--- config.mk ---
export PLATFORM = sky130hd
export DESIGN_NAME = dspi_read_ctrl
export DESIGN_NICKNAME = d
export VERILOG_FILES = /design/src/rtl/dspi_pkg.sv /design/src/rtl/dspi_tick.sv /design/src/rtl/dspi_txshift.sv /design/src/rtl/dspi_rxbyte.sv /design/src/rtl/dspi_seq.sv /design/src/rtl/dspi_read_ctrl.sv
export SDC_FILE = /design/constraint.sdc
export NUM_CORES = 1
export LEC_CHECK = 0
export CORE_MARGIN = 2
export CORE_UTILIZATION = 57
export CTS_CLUSTER_DIAMETER = 30
export CTS_CLUSTER_SIZE = 24
export DETAILED_ROUTE_END_ITERATION = 10
export DONT_BUFFER_PORTS = 1
export GPL_ROUTABILITY_DRIVEN = 1
export PLACE_DENSITY = 0.7
export SLEW_MARGIN = 20
export SYNTH_ARGS = -nofsm -noshare
export SYNTH_HDL_FRONTEND = slang
export SYNTH_HIERARCHICAL = 1
export SYNTH_SLANG_ARGS = --single-unit
--- constraint.sdc ---
create_clock -name clk -period 3.03 [get_ports clk]
set_input_delay 0.4545 -clock clk [delete_from_list [all_inputs] [get_ports clk]]
set_output_delay 0.4545 -clock clk [all_outputs]
set_load 0.02 [all_outputs]
--- src/rtl/dspi_pkg.sv ---
package dspi_pkg;

   typedef enum logic [1:0] {
      ST_IDLE,
      ST_SEND,
      ST_RECV,
      ST_GAP
   } dspi_state_e;

   localparam int OPC_PAIRS      = 8;
   localparam int MODE_PAIRS     = 4;
   localparam int EXIT_PAIRS     = 8;
   localparam int PAIRS_PER_BYTE = 4;

   localparam logic [7:0] MODE_STAY = 8'h20;
   localparam logic [7:0] MODE_DROP = 8'h00;

endpackage

--- src/rtl/dspi_tick.sv ---
module dspi_tick #(
   parameter int DIV_HALF = 2
) (
   input  logic clk,
   input  logic rst_n,
   input  logic en,
   output logic tick
);
   localparam int CW = (DIV_HALF > 1) ? $clog2(DIV_HALF) : 1;
   localparam logic [CW-1:0] CMAX = CW'(DIV_HALF - 1);

   logic [CW-1:0] cnt;

   always_ff @(posedge clk or negedge rst_n) begin
      if (!rst_n)          cnt <= '0;
      else if (!en)        cnt <= '0;
      else if (cnt == CMAX) cnt <= '0;
      else                 cnt <= cnt + 1'b1;
   end

   assign tick = en && (cnt == CMAX);
endmodule

--- src/rtl/dspi_txshift.sv ---
module dspi_txshift import dspi_pkg::*; #(
   parameter int         ADDR_W = 24,
   parameter logic [7:0] OPCODE = 8'hBB
) (
   input  logic              clk,
   input  logic              rst_n,
   input  logic              load,
   input  logic              shift,
   input  logic              with_opc,
   input  logic              keep_mode,
   input  logic              exit_sel,
   input  logic [ADDR_W-1:0] addr,
   output logic [1:0]        pair,
   output logic              io1_en,
   output logic              last
);
   localparam int FP = OPC_PAIRS + ADDR_W / 2 + MODE_PAIRS;
   localparam int VW = 2 * FP;
   localparam int CW = $clog2(FP + 1);

   logic [2*OPC_PAIRS-1:0] opc_il;
   logic [7:0]             mode_byte;
   logic [VW-1:0]          ld_vec, sr;
   logic [FP-1:0]          ld_msk, msk;
   logic [CW-1:0]          ld_len, left;

   // command bits ride on line 0 only; line 1 slot held at zero
   for (genvar gi = 0; gi < OPC_PAIRS; gi++) begin : g_opc
      assign opc_il[2*gi+1] = 1'b0;
      assign opc_il[2*gi]   = OPCODE[gi];
   end

   assign mode_byte = keep_mode ? MODE_STAY : MODE_DROP;

   always_comb begin
      if (exit_sel) begin
         ld_vec = {{(2*EXIT_PAIRS){1'b1}}, {(VW-2*EXIT_PAIRS){1'b0}}};
         ld_msk = '1;
         ld_len = CW'(EXIT_PAIRS);
      end else if (with_opc) begin
         ld_vec = {opc_il, addr, mode_byte};
         ld_msk = {{OPC_PAIRS{1'b0}}, {(FP-OPC_PAIRS){1'b1}}};
         ld_len = CW'(FP);
      end else begin
         ld_vec = {addr, mode_byte, {(2*OPC_PAIRS){1'b0}}};
         ld_msk = '1;
         ld_len = CW'(FP - OPC_PAIRS);
      end
   end

   always_ff @(posedge clk or negedge rst_n) begin
      if (!rst_n) begin
         sr   <= '0;
         msk  <= '0;
         left <= '0;
      end else if (load) begin
         sr   <= ld_vec;
         msk  <= ld_msk;
         left <= ld_len;
      end else if (shift) begin
         sr   <= {sr[VW-3:0], 2'b00};
         msk  <= {msk[FP-2:0], 1'b0};
         left <= left - 1'b1;
      end
   end

   assign pair   = sr[VW-1 -: 2];
   assign io1_en = msk[FP-1];
   assign last   = (left == CW'(1));
endmodule

--- src/rtl/dspi_rxbyte.sv ---
module dspi_rxbyte import dspi_pkg::*; (
   input  logic       clk,
   input  logic       rst_n,
   input  logic       clear,
   input  logic       sample,
   input  logic [1:0] pair_in,
   output logic [7:0] data,
   output logic       valid
);
   localparam logic [1:0] LAST_PAIR = 2'(PAIRS_PER_BYTE - 1);

   logic [1:0] cnt;
   logic [5:0] sh;

   always_ff @(posedge clk or negedge rst_n) begin
      if (!rst_n) begin
         cnt   <= '0;
         sh    <= '0;
         data  <= '0;
         valid <= 1'b0;
      end else begin
         valid <= 1'b0;
         if (clear) begin
            cnt <= '0;
            sh  <= '0;
         end else if (sample) begin
            sh  <= {sh[3:0], pair_in};
            cnt <= cnt + 1'b1;
            if (cnt == LAST_PAIR) begin
               valid <= 1'b1;
               data  <= {sh, pair_in};
            end
         end
      end
   end
endmodule

--- src/rtl/dspi_seq.sv ---
module dspi_seq import dspi_pkg::*; #(
   parameter int LEN_W  = 8,
   parameter int CS_GAP = 2
) (
   input  logic             clk,
   input  logic             rst_n,
   input  logic             req,
   input  logic [LEN_W-1:0] req_len,
   input  logic             cont_en,
   input  logic             exit_req,
   input  logic             tick,
   input  logic             tx_last,
   output logic             busy,
   output logic             done,
   output logic             cont_mode,
   output logic             cs_n,
   output logic             sclk,
   output logic             tx_load,
   output logic             tx_shift,
   output logic             tx_with_opc,
   output logic             send_phase,
   output logic             rx_sample,
   output logic             clk_en
);
   localparam int DCW = LEN_W + 2;
   localparam int GW  = $clog2(CS_GAP);

   dspi_state_e     state;
   logic [DCW-1:0]  dclk_left;
   logic [GW-1:0]   gap_cnt;
   logic            exit_lat, keep_lat;

   assign tx_load     = (state == ST_IDLE) && (exit_req || (req && (req_len != '0)));
   assign tx_with_opc = !cont_mode;
   assign tx_shift    = (state == ST_SEND) && tick && sclk;
   assign rx_sample   = (state == ST_RECV) && tick && !sclk;
   assign send_phase  = (state == ST_SEND);
   assign clk_en      = (state == ST_SEND) || (state == ST_RECV);
   assign busy        = (state != ST_IDLE);

   always_ff @(posedge clk or negedge rst_n) begin
      if (!rst_n) begin
         state     <= ST_IDLE;
         cs_n      <= 1'b1;
         sclk      <= 1'b0;
         done      <= 1'b0;
         cont_mode <= 1'b0;
         dclk_left <= '0;
         gap_cnt   <= '0;
         exit_lat  <= 1'b0;
         keep_lat  <= 1'b0;
      end else begin
         done <= 1'b0;
         case (state)
            ST_IDLE: if (tx_load) begin
               cs_n      <= 1'b0;
               state     <= ST_SEND;
               exit_lat  <= exit_req;
               keep_lat  <= cont_en & ~exit_req;
               dclk_left <= {req_len, 2'b00};
            end
            ST_SEND: if (tick) begin
               if (!sclk) sclk <= 1'b1;
               else begin
                  sclk <= 1'b0;
                  if (tx_last) begin
                     if (exit_lat) begin
                        cs_n    <= 1'b1;
                        gap_cnt <= '0;
                        state   <= ST_GAP;
                     end else begin
                        state <= ST_RECV;
                     end
                  end
               end
            end
            ST_RECV: if (tick) begin
               if (!sclk) sclk <= 1'b1;
               else begin
                  sclk      <= 1'b0;
                  dclk_left <= dclk_left - 1'b1;
                  if (dclk_left == DCW'(1)) begin
                     cs_n    <= 1'b1;
                     gap_cnt <= '0;
                     state   <= ST_GAP;
                  end
               end
            end
            ST_GAP: begin
               if (gap_cnt == GW'(CS_GAP - 1)) begin
                  state     <= ST_IDLE;
                  done      <= 1'b1;
                  cont_mode <= keep_lat;
               end else begin
                  gap_cnt <= gap_cnt + 1'b1;
               end
            end
            default: state <= ST_IDLE;
         endcase
      end
   end
endmodule

--- src/rtl/dspi_read_ctrl.sv ---
module dspi_read_ctrl #(
   parameter int         ADDR_W   = 24,
   parameter int         LEN_W    = 8,
   parameter int         DIV_HALF = 2,
   parameter int         CS_GAP   = 2,
   parameter logic [7:0] OPCODE   = 8'hBB
) (
   input  logic              clk,
   input  logic              rst_n,
   input  logic              req,
   input  logic [ADDR_W-1:0] req_addr,
   input  logic [LEN_W-1:0]  req_len,
   input  logic              cont_en,
   input  logic              exit_req,
   output logic              busy,
   output logic              done,
   output logic [7:0]        dout,
   output logic              dout_valid,
   output logic              cont_mode,
   output logic              cs_n,
   output logic              sclk,
   output logic              io0_o,
   output logic              io0_oe,
   input  logic              io0_i,
   output logic              io1_o,
   output logic              io1_oe,
   input  logic              io1_i
);
   if ((ADDR_W % 2) != 0 || ADDR_W < 8) begin : g_bad_addr
      $error("ADDR_W must be even and at least 8");
   end
   if (CS_GAP < 2) begin : g_bad_gap
      $error("CS_GAP must be at least 2");
   end
   if (DIV_HALF < 1) begin : g_bad_div
      $error("DIV_HALF must be at least 1");
   end
   if (LEN_W < 1) begin : g_bad_len
      $error("LEN_W must be at least 1");
   end

   logic       tick, clk_en, tx_load, tx_shift, tx_with_opc, tx_last;
   logic       tx_io1_en, send_phase, rx_sample;
   logic [1:0] tx_pair;

   dspi_tick #(.DIV_HALF(DIV_HALF)) u_tick (
      .clk(clk), .rst_n(rst_n), .en(clk_en), .tick(tick)
   );

   dspi_seq #(.LEN_W(LEN_W), .CS_GAP(CS_GAP)) u_seq (
      .clk(clk), .rst_n(rst_n), .req(req), .req_len(req_len),
      .cont_en(cont_en), .exit_req(exit_req), .tick(tick), .tx_last(tx_last),
      .busy(busy), .done(done), .cont_mode(cont_mode), .cs_n(cs_n), .sclk(sclk),
      .tx_load(tx_load), .tx_shift(tx_shift), .tx_with_opc(tx_with_opc),
      .send_phase(send_phase), .rx_sample(rx_sample), .clk_en(clk_en)
   );

   dspi_txshift #(.ADDR_W(ADDR_W), .OPCODE(OPCODE)) u_tx (
      .clk(clk), .rst_n(rst_n), .load(tx_load), .shift(tx_shift),
      .with_opc(tx_with_opc), .keep_mode(cont_en), .exit_sel(exit_req),
      .addr(req_addr), .pair(tx_pair), .io1_en(tx_io1_en), .last(tx_last)
   );

   dspi_rxbyte u_rx (
      .clk(clk), .rst_n(rst_n), .clear(tx_load), .sample(rx_sample),
      .pair_in({io1_i, io0_i}), .data(dout), .valid(dout_valid)
   );

   assign io0_o  = tx_pair[0];
   assign io1_o  = tx_pair[1];
   assign io0_oe = send_phase;
   assign io1_oe = send_phase & tx_io1_en;
endmodule

==> results of run 1 <==
-- stage by stage --
step	cells	hold slack [ps]
2_1_floorplan	504	159
3_3_place_gp	605	161
3_5_place_dp	605	161
4_1_cts	622	19.1
5_1_grt	622	11.7
6_report	622	-2.57
-- worst max-delay path by stage --
stage	start	end	cells past startpoint
floorplan	u_seq/state[0]$_DFFE_PN0P_	u_rx/data[0]$_DFFE_PN0P_	10
global placement	req_len[2]	u_tx/sr[8]$_DFFE_PN0P_	6
detailed placement	req_len[2]	u_tx/sr[8]$_DFFE_PN0P_	6
CTS	u_seq/state[0]$_DFFE_PN0P_	u_tx/sr[13]$_DFFE_PN0P_	7
global route	u_seq/state[0]$_DFFE_PN0P_	u_tx/sr[13]$_DFFE_PN0P_	7
finish	u_seq/state[0]$_DFFE_PN0P_	u_tx/sr[13]$_DFFE_PN0P_	7
-- worst max-delay path, cell delays in order (launching register included) --
cell                      delay (ps)
sky130_fd_sc_hd__dfrtp_1         410
sky130_fd_sc_hd__inv_1           150
sky130_fd_sc_hd__ha_1            340
sky130_fd_sc_hd__o21ai_0         250
sky130_fd_sc_hd__inv_2           290
sky130_fd_sc_hd__and3b_1         770
sky130_fd_sc_hd__nand2_1         150
sky130_fd_sc_hd__a21oi_1         150
-- cells in the final DEF, fill, tap and decap left out, types with 3 or more instances in the layout --
cell type / count
sky130_fd_sc_hd__a22o_1: 3
sky130_fd_sc_hd__nor4_1: 4
sky130_fd_sc_hd__a211o_1: 15
sky130_fd_sc_hd__mux2_2: 9
sky130_fd_sc_hd__nand2_1: 26
sky130_fd_sc_hd__ha_1: 9
sky130_fd_sc_hd__inv_1: 16
sky130_fd_sc_hd__dfrtp_1: 107
sky130_fd_sc_hd__or3_1: 3
sky130_fd_sc_hd__a211oi_1: 19
sky130_fd_sc_hd__clkbuf_8: 9
sky130_fd_sc_hd__nor3_1: 6
sky130_fd_sc_hd__mux2i_1: 37
sky130_fd_sc_hd__o21bai_1: 4
sky130_fd_sc_hd__a21oi_1: 31
sky130_fd_sc_hd__a31oi_1: 6
sky130_fd_sc_hd__nand3_1: 7
sky130_fd_sc_hd__a41oi_1: 3
sky130_fd_sc_hd__o21ai_0: 7
sky130_fd_sc_hd__o22a_1: 6
sky130_fd_sc_hd__inv_6: 3
sky130_fd_sc_hd__o22ai_1: 12
sky130_fd_sc_hd__and2_1: 5
sky130_fd_sc_hd__buf_4: 11
sky130_fd_sc_hd__mux2_1: 8
sky130_fd_sc_hd__nor2_1: 25
sky130_fd_sc_hd__o211ai_1: 3
sky130_fd_sc_hd__o21ai_1: 11
sky130_fd_sc_hd__nor2b_1: 34
sky130_fd_sc_hd__nand2b_1: 4
sky130_fd_sc_hd__xnor2_1: 4
-- cell type report --
cell class,count,share of cell area
clock buffers,10,0.0225
clock inverters,6,0.0101
inverters,18,0.0119
multi-input cells,338,0.428
flip-flops and latches,108,0.476
well taps,129,0.0284
repair buffers,13,0.0229
-- layer usage --
layer	routed length, µm	part of all wire
met1	5190	0.49
met2	4810	0.45
met3	551	0.051
met4	150	0.014
met5	0	0
-- report_power, final --
group	internal, mW	leakage (nW)	switching (mW)	total, mW
sequential	1.44	1.39	0	1.44
combinational	0.0113	1.19	0.0326	0.0438
clock	0.315	0.0867	0.519	0.834
-- registers in the layout (all words and copies together) (netlist names), 2 cells and up --
signal,cells
u_rx/cnt,2
u_rx/data,8
u_rx/sh,6
u_seq/dclk_left,10
u_seq/state,2
u_tx/left,5
u_tx/msk,24
u_tx/sr,42
-- synth_stat cells, drive strengths merged, types with 3 or more instances --
master  count
a21oi      32
a31oi       6
mux2i      37
nor4        4
o21bai      4
buf        28
or4         3
nor2b      34
or3         3
nor2       25
nor3        6
a211oi     20
a41oi       3
clkbuf     12
xnor2       4
o21ai      18
a211o      15
mux2       18
dfrtp     107
o22ai      12
a22o        3
nand3       7
nand2b      4
ha          9
o211ai      4
o22a        6
nand2      26
inv        18
and2        6
-- kinds of logic after synthesis --
group / Yosys count / synth area share
muxes: 55 / 0.105
AOI/OAI and AO/OA: 136 / 0.175
adders and majority gates: 9 / 0.0206
xor gates and xnor gates: 5 / 0.00800
DFF: 108 / 0.494
and+or+nand+nor: 133 / 0.135
buffers and inverters: 58 / 0.0622
==> flow_summary.toml, run 1 <==
[timing]
max_freq_mhz = 387
worst_path_setup_slack_after_routing_ps = 446
final_max_slew_viol_count = 0
worst_slew_margin_rel = 0.433
fin_hold_ws_ps = -2.57
layout_worst_path_cycle_share = 0.853
hold_viol = 1
grt_setup_unrepaired = "false"
finalSetupViolCount = 0
min_period_ps = 2580
timing.clock.skew_ps = 18.4
timing_worst_slew_pin_value_ps = 850
tns_ps = 0

[critical_path]
r2r_startpoint = "u_seq/state[0]$_DFFE_PN0P_"
critical_path.endpoint_type = "flop"
rr_worst_depth = 7
cp_data_arrival_time_ps = 2890
timing.critical_path.required_ps = 3330
crit_type = "reg -> reg"
worst-path-max-fanout = 24
worst_r2r_endpoint = "u_tx/sr[13]$_DFFE_PN0P_"
timing.reg2reg.setup_slack_ps = 450
critical_path.startpoint_type = "flop"

[finish]
multiInputGateArea_um2 = 2430
antennaDiodeCount = 0
final_core_utilization = 0.612
num-fill-cells = 780
synth_to_final_area_change_pct = 3.82
num-nets-final = 536
final_std_cell_area_no_fill_um2 = 5680
drive_above_1_share = 0.108
final-seq-area_um2 = 2700

[logic_synthesis]
total_of_flip_flops_plus_latches_after_synthesis = 108
synth_top_cell_area_share = 0.489
ys_seq_area_frac = 0.494
synth_top_cell_by_area = "sky130_fd_sc_hd__dfrtp_1"
synth-async-reset-ratio = 1.00
synthesis.area_um2 = 5470
synth_cells = 504
synth.net_count = 552
yosys_warnings = 6
postSynth.topFlopCell = "sky130_fd_sc_hd__dfrtp_1"
yosys-top-cells-area = "sky130_fd_sc_hd__dfrtp_1 (49%), sky130_fd_sc_hd__mux2i_1 (6.8%), sky130_fd_sc_hd__nor2b_1 (3.9%)"
synth-edff-count = 0
yosysUniqueCellTypes = 66
syn_area_per_cell_um2 = 10.9

[hold_path]
hold_path_class = "in -> async"

[routing]
wl_mm = 10.7
antenna_violating_nets_post_route = 0
routed-via-count = 3700
wire_per_inst_um = 17.2
drc = 0
vias_per_cell = 5.95
drtIter0Drc = 195
first_pass_iters = 4

[global_routing]
grt_pass1_wl_mm = 17.8
grt.overflow.total = 0
via_count_of_the_first_global_routing_pass = 3607
grt.met2_usage = 0.333
grt_util_all_layers = 0.218
grt_antenna_before_repair = 0
grt_start_max_net_pins = 109
busiest_layer = "met2"
gr-usage-met1 = 0.321
globalRouteMet3Util = 0.0404

[floorplanning]
initial_utilization = 0.590
io-pin-count = 57
design.die.area_um2 = 10400
die_w_um = 102
placement_rows = 35
core_region_area_um2 = 9280
die_h_um = 102

[place]
placement.io_buffers = 0
gpl_congestion = 0.763
dp_hpwl_mm = 7.11
postPlaceCellArea_um2 = 5470
dp_worst_setup_slack_ps = 238

[outcome]
failed_checks = "negative hold slack"
status = "finished with violations"

[clock_tree]
root_buffer = "sky130_fd_sc_hd__clkbuf_8"
cts_hold_buf = 1
cts.htree.levels = 3
post_cts.repair.setup_buffers = 0
clkSinkCount = 108
clock_tree.buffer_depth = 2
worst_setup_hold_path_clk_slew_ps = 120
cts_resized = 0
cts_inserted_buffers = 9
clk-insertion-delay-late_ps = 380
cts_tree = "built"

[power]
irDropWorstVdd_v = 0.000241
total_leakage_power_nw = 2.66
pwr_density_cell_nw_per_um2 = 408
totalPowerFinal_mw = 2.32

[job]
cap_viol_max_count = 0
No activity file was read; power rests on OpenSTA's default activity.
==> inputs of run 2 (changes only) <==
--- a/config.mk
+++ b/config.mk
@@ -5,14 +5,16 @@
 export SDC_FILE = /design/constraint.sdc
 export NUM_CORES = 1
 export LEC_CHECK = 0
+export CELL_PAD_IN_SITES_DETAIL_PLACEMENT = 2
+export CELL_PAD_IN_SITES_GLOBAL_PLACEMENT = 2
 export CORE_MARGIN = 2
-export CORE_UTILIZATION = 57
+export CORE_UTILIZATION = 42
 export CTS_CLUSTER_DIAMETER = 30
 export CTS_CLUSTER_SIZE = 24
 export DETAILED_ROUTE_END_ITERATION = 10
 export DONT_BUFFER_PORTS = 1
 export GPL_ROUTABILITY_DRIVEN = 1
-export PLACE_DENSITY = 0.7
+export PLACE_DENSITY = 0.77
 export SLEW_MARGIN = 20
 export SYNTH_ARGS = -nofsm -noshare
 export SYNTH_HDL_FRONTEND = slang
==> flow_summary.toml, run 2 (same netlist as run 1, synthesis figures left out) <==
[outcome]
status = "finished clean"

[critical_path]
cp_data_arrival_time_ps = 2950
critical_path.endpoint_type = "flop"
crit_type = "reg -> reg"
critical_path.slowest_cell = "sky130_fd_sc_hd__and3b_1"
worst-path-max-fanout = 24
crit_chain = "inv_1 > ha_1 > o21ai_0 > buf_4 > inv_2 > and3b_1 > nand2_1 > o21ai_1"
timing.critical_path.required_ps = 3300
critical_path.startpoint_type = "flop"
cpPeakStageDelay_ps = 910

[routing]
first_pass_iters = 4
routed-via-count = 3879
wl_mm = 14.2
vias_per_cell = 5.83
antenna_violating_nets_post_route = 0
drc = 0
drtIter0Drc = 211
wire_per_inst_um = 21.3

[clock_tree]
cts_tree = "built"
cts_resized = 0
cts_hold_buf = 1
clock_tree.buffer_depth = 2
clkSinkCount = 108
post_cts.repair.setup_buffers = 0
cts_inserted_buffers = 9
worst_setup_hold_path_clk_slew_ps = 70
cts.htree.levels = 3
root_buffer = "sky130_fd_sc_hd__clkbuf_16"
clk-insertion-delay-late_ps = 350

[timing]
fin_hold_ws_ps = 22.3
layout_worst_path_cycle_share = 0.886
timing.clock.skew_ps = 4.65
min_period_ps = 2680
worst_slew_margin_rel = 0.284
hold_viol = 0
finalSetupViolCount = 0
timing_worst_slew_pin_value_ps = 1070
max_freq_mhz = 373
final_max_slew_viol_count = 0
tns_ps = 0
grt_setup_unrepaired = "false"

[job]
cap_viol_max_count = 0

[finish]
synth_to_final_area_change_pct = 6.47
multiInputGateArea_um2 = 2430
antennaDiodeCount = 0
largest_register_ffs = 42
final-seq-area_um2 = 2700
layout_common_cells = "sky130_fd_sc_hd__dfrtp_1 (107), sky130_fd_sc_hd__mux2i_1 (37), sky130_fd_sc_hd__nor2b_1 (34)"
layoutNonFillerInstCount = 665
biggestRegsByFlops = "u_tx/sr: 42 flops, u_tx/msk: 24 flops, u_seq/dclk_left: 10 flops"
final_common_cell = "sky130_fd_sc_hd__dfrtp_1"
final_std_cell_area_no_fill_um2 = 5830
num-nets-final = 536
num-fill-cells = 1332
regMostFlops = "u_tx/sr"
drive_above_1_share = 0.110

[global_routing]
grt_util_all_layers = 0.216
via_count_of_the_first_global_routing_pass = 4362
grt_start_max_net_pins = 109
grt_antenna_before_repair = 1
globalRouteMet3Util = 0.0637
gr-usage-met1 = 0.274
busiest_layer = "met2"
grt_pass1_wl_mm = 23.8
grt.overflow.total = 0
grt.met2_usage = 0.364

[floorplanning]
die_h_um = 118
die_w_um = 118
initial_utilization = 0.432
io-pin-count = 57
core_region_area_um2 = 12700
placement_rows = 41
design.die.area_um2 = 14000

[place]
postPlaceCellArea_um2 = 5520
dp_hpwl_mm = 9.41
place.detailed.instances = 648
gpl_congestion = 0.748
placement.io_buffers = 0

[power]
total_leakage_power_nw = 2.70
pwr_density_cell_nw_per_um2 = 446
totalPowerFinal_mw = 2.60
irDropWorstVdd_v = 0.000302

[hold_path]
hold_path_class = "in -> async"
run 2: cell types whose count changed in the layout (fill, tap and decap cells not counted):
cell,before,now
sky130_fd_sc_hd__clkbuf_1,1,0
sky130_fd_sc_hd__clkbuf_16,0,9
sky130_fd_sc_hd__clkbuf_8,9,0
sky130_fd_sc_hd__clkinv_2,0,2
sky130_fd_sc_hd__clkinv_4,0,2
sky130_fd_sc_hd__clkinv_8,1,0
sky130_fd_sc_hd__inv_6,3,1
run 2: worst paths after layout:
check,end,start,slack (ps),cells past startpoint
worst min-delay path,u_tx/sr[27]$_DFFE_PN0P_,rst_n,20,1
max in group asynchronous,u_seq/cs_n$_DFFE_PN1P_,rst_n,2540,1
min in group clk,u_tx/sr[14]$_DFFE_PN0P_,req_addr[6],220,2
worst max register to register,u_tx/sr[15]$_DFFE_PN0P_,u_seq/state[0]$_DFFE_PN0P_,350,8
worst max-delay path,u_tx/sr[15]$_DFFE_PN0P_,u_seq/state[0]$_DFFE_PN0P_,350,8
worst min register to register,u_seq/cont_mode$_DFFE_PN0P_,u_seq/keep_lat$_DFFE_PN0P_,480,2
run 2: stage by stage:
step                utilization  worst slack, ps
floorplan                     -              767
global placement          0.436              336
detailed placement        0.436              249
CTS                       0.460              374
global route              0.460             82.8
finish                    0.460              347
run 2: worst max-delay path: cells and delay by family (launching register included):
family                     cells  cell delay, ps
AOI/OAI and AO/OA              2             280
adders and majority gates      1             330
DFF                            1             400
and+or+nand+nor                2            1080
buffers and inverters          3             490
run 2: report_power, final:
part	internal, mW	switching, mW	leakage (nW)
clock	0.561	0.552	0.132
sequential	1.44	0	1.39
combinational	0.0109	0.0350	1.19
total	2.01	0.587	2.70
run 2: layer usage:
layer / part of all wire / wire length (µm) / vias to the layer above
li1: - / - / 1773
met1: 0.43 / 6150 / 2017
met2: 0.50 / 7110 / 75
met3: 0.052 / 737 / 14
met4: 0.012 / 175 / 0
met5: 0 / 0 / -
run 2: area by class of cell:
type,count,area share
Tap cell,172,0.0369
Inverter,18,0.0116
Clock buffer,9,0.0386
Sequential cell,108,0.464
Clock inverter,7,0.00880
Timing Repair Buffer,13,0.0223
Multi-Input combinational cell,338,0.418
==> inputs of run 3 (changes only) <==
--- a/config.mk
+++ b/config.mk
@@ -15,6 +15,7 @@
 export DONT_BUFFER_PORTS = 1
 export GPL_ROUTABILITY_DRIVEN = 1
 export PLACE_DENSITY = 0.77
+export REMOVE_ABC_BUFFERS = 1
 export SLEW_MARGIN = 20
 export SYNTH_ARGS = -nofsm -noshare
 export SYNTH_HDL_FRONTEND = slang
==> flow_summary.toml, run 3 (same netlist as run 1, synthesis figures left out) <==
[outcome]
status = "finished clean"

[finish]
largest_register_ffs = 42
drive_above_1_share = 0.115
num-nets-final = 539
final_common_cell = "sky130_fd_sc_hd__dfrtp_1"
layout_common_cells = "sky130_fd_sc_hd__dfrtp_1 (107), sky130_fd_sc_hd__mux2i_1 (37), sky130_fd_sc_hd__nor2b_1 (34)"
antennaDiodeCount = 0
biggestRegsByFlops = "u_tx/sr: 42 flops, u_tx/msk: 24 flops, u_seq/dclk_left: 10 flops"
num-fill-cells = 1308
regMostFlops = "u_tx/sr"
synth_to_final_area_change_pct = 7.52
final_std_cell_area_no_fill_um2 = 5890

[global_routing]
gr-usage-met1 = 0.273
grt_util_all_layers = 0.214
via_count_of_the_first_global_routing_pass = 4348
globalRouteMet3Util = 0.0560
grt.overflow.total = 0
grt.met2_usage = 0.355
grt_antenna_before_repair = 0
grt_pass1_wl_mm = 23.7
busiest_layer = "met2"
grt_start_max_net_pins = 109

[clock_tree]
clkSinkCount = 108
cts_inserted_buffers = 9
cts.htree.levels = 3
clk-insertion-delay-late_ps = 360
cts_tree = "built"
clock_tree.buffer_depth = 2
worst_setup_hold_path_clk_slew_ps = 70
root_buffer = "sky130_fd_sc_hd__clkbuf_16"
cts_resized = 0

[floorplanning]
die_h_um = 118
die_w_um = 118
initial_utilization = 0.432
placement_rows = 41
design.die.area_um2 = 14000
core_region_area_um2 = 12700
io-pin-count = 57

[timing]
max_freq_mhz = 378
final_max_slew_viol_count = 0
finalSetupViolCount = 0
hold_viol = 0
timing_worst_slew_pin_value_ps = 981
min_period_ps = 2640
grt_setup_unrepaired = "false"
worst_slew_margin_rel = 0.346
timing.clock.skew_ps = 5.92
layout_worst_path_cycle_share = 0.873
worst_path_setup_slack_after_routing_ps = 386

[routing]
wl_mm = 14.3
antenna_violating_nets_post_route = 0
vias_per_cell = 5.83
drtIter0Drc = 196
drc = 0
wire_per_inst_um = 21.4
routed-via-count = 3896
first_pass_iters = 4

[critical_path]
timing.critical_path.required_ps = 3310
cp_data_arrival_time_ps = 2920
critical_path.startpoint_type = "flop"
worst-path-max-fanout = 24
critical_path.endpoint_type = "flop"
crit_type = "reg -> reg"
crit_chain = "inv_1 > ha_1 > o21ai_0 > inv_2 > and3b_1 > nand2_1 > a21oi_1"
critical_path.slowest_cell = "sky130_fd_sc_hd__and3b_1"
cpPeakStageDelay_ps = 850

[place]
dp_worst_setup_slack_ps = 322
postPlaceCellArea_um2 = 5550
gpl_congestion = 0.757
placement.io_buffers = 0
dp_hpwl_mm = 9.30

[power]
irDropWorstVdd_v = 0.000210
pwr_density_cell_nw_per_um2 = 465
total_leakage_power_nw = 2.74

[hold_path]
hold_path_class = "in -> async"

[job]
cap_viol_max_count = 0
-- run 3: changes by cell type in the layout (fill, tap and decap cells not counted), sizes merged --
cell / before / now
buf: 13 / 16
bufinv: 0 / 1
clkinv: 4 / 1
clkbuf: 9 / 11
-- run 3: where the power goes --
group          switching (mW)  leakage [nW]  internal [mW]  total, mW
clock                   0.560         0.148          0.689       1.25
sequential                  0          1.39           1.44       1.44
combinational          0.0346          1.20         0.0113     0.0459
-- run 3: area by class of cell --
class                      instances  area, µm²  area share
timing repair buffer              16        153      0.0259
inverter                          18       67.6      0.0115
clock inverter                     5       58.8     0.00999
multi-input combinational        338       2430       0.414
tap                              172        215      0.0366
sequential                       108       2700       0.459
clock buffer                      11        253      0.0429
-- run 3: worst paths after layout --
check                                                start                       to  slack (ps)  depth (start not counted)
worst max-delay path            u_seq/state[0]$_DFFE_PN0P_  u_tx/sr[13]$_DFFE_PN0P_         390                          7
worst min-delay path                                 rst_n  u_tx/sr[32]$_DFFE_PN0P_          20                          1
max in group asynchronous                            rst_n  u_tx/sr[39]$_DFFE_PN0P_        2560                          1
worst min register to register     u_tx/msk[0]$_DFFE_PN0P_  u_tx/msk[0]$_DFFE_PN0P_         490                          1
worst max register to register  u_seq/state[0]$_DFFE_PN0P_  u_tx/sr[13]$_DFFE_PN0P_         390                          7
min in group clk                              req_addr[12]  u_tx/sr[20]$_DFFE_PN0P_         220                          2
-- run 3: through the flow --
step	power [mW]	utilization	TNS, ps	cells	hold WS, ps
3_3_place_gp	1.48	0.438	0	651	163
3_5_place_dp	1.48	0.438	0	651	163
5_1_grt	2.83	0.465	0	668	73.1
4_1_cts	2.77	0.465	0	668	61.5
2_1_floorplan	1.48	-	-51850	464	159
6_report	2.73	0.465	0	668	19.1
-- run 3: routing by layer --
metal | share of wire | vias to the layer above
met5 | 0 | -
met3 | 0.048 | 17
met4 | 0.016 | 0
met1 | 0.44 | 2025
li1 | - | 1779
met2 | 0.50 | 75
-- run 3: worst max-delay path, delay by kind of cell, from the launching register on --
family	cells	cell delay, ps
fa+ha+maj	1	350
compound gates	2	400
buf+inv	2	380
flops	1	400
simple gates	2	1020
-- run 3: what timing repair did --
action                    4_1_cts  5_1_grt
hold buffers                    1        0
buffers inserted                0        0
hold endpoints to repair      108        0
